`src/rtl/irq_collect.sv`:
```
module irq_collect #(
  parameter int N_SRC   = 5,
  parameter int SER_BIT = 3
) (
  input  logic             clk,
  input  logic             rst_n,
  input  logic [N_SRC-1:0] ev_pulse,
  input  logic             ser_wr,
  input  logic             wr_en,
  input  logic [7:0]       wr_data,
  input  logic             rd_en,
  output logic [7:0]       rd_data,
  output logic             irq
);
  localparam int PAD = 7 - N_SRC;

  logic [N_SRC-1:0] flags, mask;
  logic             summ;

  logic [N_SRC-1:0] ev_all, flags_nx, mask_nx;
  logic             summ_nx;

  assign ev_all = ev_pulse | (N_SRC'(ser_wr) << SER_BIT);

  always_comb begin
    mask_nx = mask;
    if (wr_en) begin
      if (wr_data[7]) mask_nx = mask | wr_data[N_SRC-1:0];
      else            mask_nx = mask & ~wr_data[N_SRC-1:0];
    end
  end

  assign flags_nx = (rd_en ? '0 : flags) | ev_all;
  assign summ_nx  = (rd_en ? 1'b0 : summ)
                  | (|(ev_all & mask))
                  | (wr_en & (|(flags_nx & mask_nx)));

  always_ff @(posedge clk) begin
    if (!rst_n) begin
      flags <= '0;
      mask  <= '0;
      summ  <= 1'b0;
    end else begin
      flags <= flags_nx;
      mask  <= mask_nx;
      summ  <= summ_nx;
    end
  end

  assign rd_data = {summ, {PAD{1'b0}}, flags};
  assign irq     = summ;
endmodule

```
`config.mk`:
```
export PLATFORM = sky130hd
export DESIGN_NAME = irq_collect
export DESIGN_NICKNAME = d
export VERILOG_FILES = /design/src/rtl/irq_collect.sv
export SDC_FILE = /design/constraint.sdc
export NUM_CORES = 1
export LEC_CHECK = 0
export BUFFER_PORTS_ARGS = -buffer_cell sky130_fd_sc_hd__buf_2
export CAP_MARGIN = 20
export CELL_PAD_IN_SITES_DETAIL_PLACEMENT = 1
export CELL_PAD_IN_SITES_GLOBAL_PLACEMENT = 1
export CORE_MARGIN = 2
export CORE_UTILIZATION = 34
export CTS_BUF_LIST = sky130_fd_sc_hd__clkbuf_2
export DETAILED_ROUTE_END_ITERATION = 10
export PLACE_DENSITY_LB_ADDON = 0.12
export REMOVE_ABC_BUFFERS = 1
export SYNTH_ARGS = -nofsm -noshare
export SYNTH_HDL_FRONTEND = slang
export SYNTH_SLANG_ARGS = --single-unit
```
`constraint.sdc`:
```
create_clock -name clk -period 2.8 [get_ports clk]
set_clock_uncertainty 0.05 [all_clocks]
set_input_delay 0.14 -clock clk [delete_from_list [all_inputs] [get_ports clk]]
set_output_delay 0.14 -clock clk [all_outputs]
set_load 0.05 [all_outputs]
```
==> flow_summary.ini <==
[final_layout]
drive_gt1_share_pct = 42.7
final_util_pct = 46.8
areaGrowthSynthToFinish_pct = 25.0
antennaDiodeCount = 0
nFillCells = 176
final_nets = 94

[yosys]
async_flop_share_pct = 0
synth_ff_type = dfxtp_1
postSynthAreaPerCell_um2 = 9.72
ys_warn_count = 0
netlist_area_um2 = 505
synthCells = 52
yosys.cell_types.count = 27
ys_seq_elements = 11
ys_seq_area_share_pct = 43.6
synth-edff-count = 0

[route]
wl_mm = 1.19
vias = 458
via_per_inst = 5.09
drt_first_pass_iters = 2
wl_per_cell_um = 13.2
dr.first_iter.drc_count = 8
drc = 0
ant_nets = 0

[critical_path]
cp-end-kind = flip-flop
cp_slowest_cell = dfxtp_1
crit_path_start_kind = flip-flop
crit_chain = a211o_1 > a221oi_2 > a31oi_1
cp_max_fo = 2
cp.required_ns = 2.91
worstPathArrival_ns = 1.26
critPathMaxStageDelay_ns = 0.33
startpoint = flags[3]
r2r_start = flags[3]
path_class = reg -> reg

[min_path]
hp-start = ev_pulse[0]
hp-class = in -> reg

[pwr]
comb_power_share_pct = 25.8
seq_power_share_pct = 47.8
internal_power_mw = 0.236
power_switching_mw = 0.123
p_clk_share_pct = 26.4
p_per_area_nw_per_um2 = 568
peakVddDrop_uv = 332
swShare_pct = 34.3
leakage_nw = 0.313

[placement]
dp_slack_ns = 1.56
port_buffers = 22
gp_congestion = 0.705

[timing]
period_needed_ns = 1.15
rsz0062_at_grt = false
fin_setup_tns_ns = 0
timing_max_transition_violations_final = 0
fin_ws_ns = 1.65
fin_crit_sh_pct = 41.1
setup_viol = 0
hold_viol = 0
max_freq_mhz = 869

[floorplan]
die_w_um = 42.6
coreArea_um2 = 1350
start_util_pct = 37.4
die_area_um2 = 1810
die_h_um = 42.6
rows = 13
io_pins = 27

[cts]
cts_sinks = 11
cts_max_level = 1
cts_setup_buffers = 0
numCtsBuffers = 3
clk_latency_ns = 0.26
root_buffer = clkbuf_2
hold_buffers = 0
clkTransAtPathRegs_ns = 0.11
cts_tree = yes
ctsResizeCount = 0
clockBufferDepth = 2

[global_route]
grt_max_degree = 12
grt_pass1_vias = 428
grtUsageTotal_pct = 15.4
grt_antenna_before_repair = 0
grt.overflow.total = 0
grt_pass1_wl_mm = 1.97

[job]
max-cap-violations = 0

[status]
status = finished clean
==> placed cells by master, fill, tap and decap left out, drive strengths merged, types with 2 or more instances in the layout <==
master  instances
dfxtp          11
o21a            2
buf            22
a21oi           2
nor2b           5
mux2            2
conb            2
o21ai           2
and2            4
mux2i           2
a22oi           2
nand2           4
clkbuf          4
==> Yosys cell counts, types with 2 or more instances <==
cell type,count,area [um^2]
mux2i_1,2,20.0
o21a_1,2,15.0
buf_4,3,22.5
nand2_1,3,11.3
a21oi_1,2,10.0
and2_1,3,18.8
a22oi_1,2,15.0
o21ai_0,2,10.0
dfxtp_1,11,220
nor2b_1,5,31.3
==> per-stage QoR <==
| stage | cells | total power [mW] | hold slack [ns] | instance area [um^2] |
|---|---|---|---|---|
| 3_5_place_dp | 86 | 0.268 | 0.342 | 612 |
| 6_report | 90 | 0.359 | 0.0621 | 632 |
| 4_1_cts | 90 | 0.364 | 0.0471 | 632 |
| 5_1_grt | 90 | 0.383 | 0.0447 | 632 |
| 3_3_place_gp | 86 | 0.268 | 0.339 | 612 |
| 2_1_floorplan | 49 | 0.239 | 0.208 | 483 |
==> state kept, by name (all words and copies together) (netlist names) <==
name and flops:
irq 1, mask 5, flags 5
==> power by group through the flow <==
stage / Sequential [mW] / Combinational [mW] / Clock [mW]
2_1_floorplan: 0.205 / 0.0345 / 0
3_3_place_gp: 0.175 / 0.0930 / 0
3_5_place_dp: 0.175 / 0.0932 / 0
4_1_cts: 0.172 / 0.0934 / 0.0992
5_1_grt: 0.173 / 0.0992 / 0.111
6_report: 0.171 / 0.0927 / 0.0947
==> cell type report <==
class	count	area [um^2]	area share [%]
clock buffers	4	20.0	3.17
inverters	1	3.75	0.594
multi-input cells	37	259	41.0
flip-flops and latches	11	220	34.9
well taps	15	18.8	2.97
repair buffers	22	110	17.4
==> kinds of logic (layout without fill, tap and decap cells) <==
family                 count (synthesis)  in the layout  share of synthesized area [%]
DFF                                   11             11                           43.6
muxes                                  4              4                           9.16
and+or+nand+nor                       16             16                           18.8
buffers and inverters                  5             27                           5.94
other                                  1              2                          0.742
AOI/OAI and AO/OA                     15             15                           21.8
==> routing by layer <==
| metal | share of wire, % | vias up | global-route usage [%] |
|---|---|---|---|
| met3 | 7.5 | 4 | 4.74 |
| li1 | - | 224 | - |
| met1 | 49 | 209 | 19.7 |
| met5 | 0 | - | 0 |
| met2 | 41 | 21 | 21.5 |
| met4 | 2.1 | 0 | 11.3 |
==> final timing paths <==
kind	to	slack (ns)	cells past startpoint
worst min-delay path	flags[0]	0.06	2
worst max register to register	irq	1.65	3
worst min register to register	flags[4]	0.49	2
worst max-delay path	irq	1.65	3
==> critical path: cells and delay by family, from the launching register on <==
family | cells | cell delay (ns)
AOI/OAI and AO/OA | 3 | 0.67
DFF | 1 | 0.33
Power figures use the tool's default switching activity.
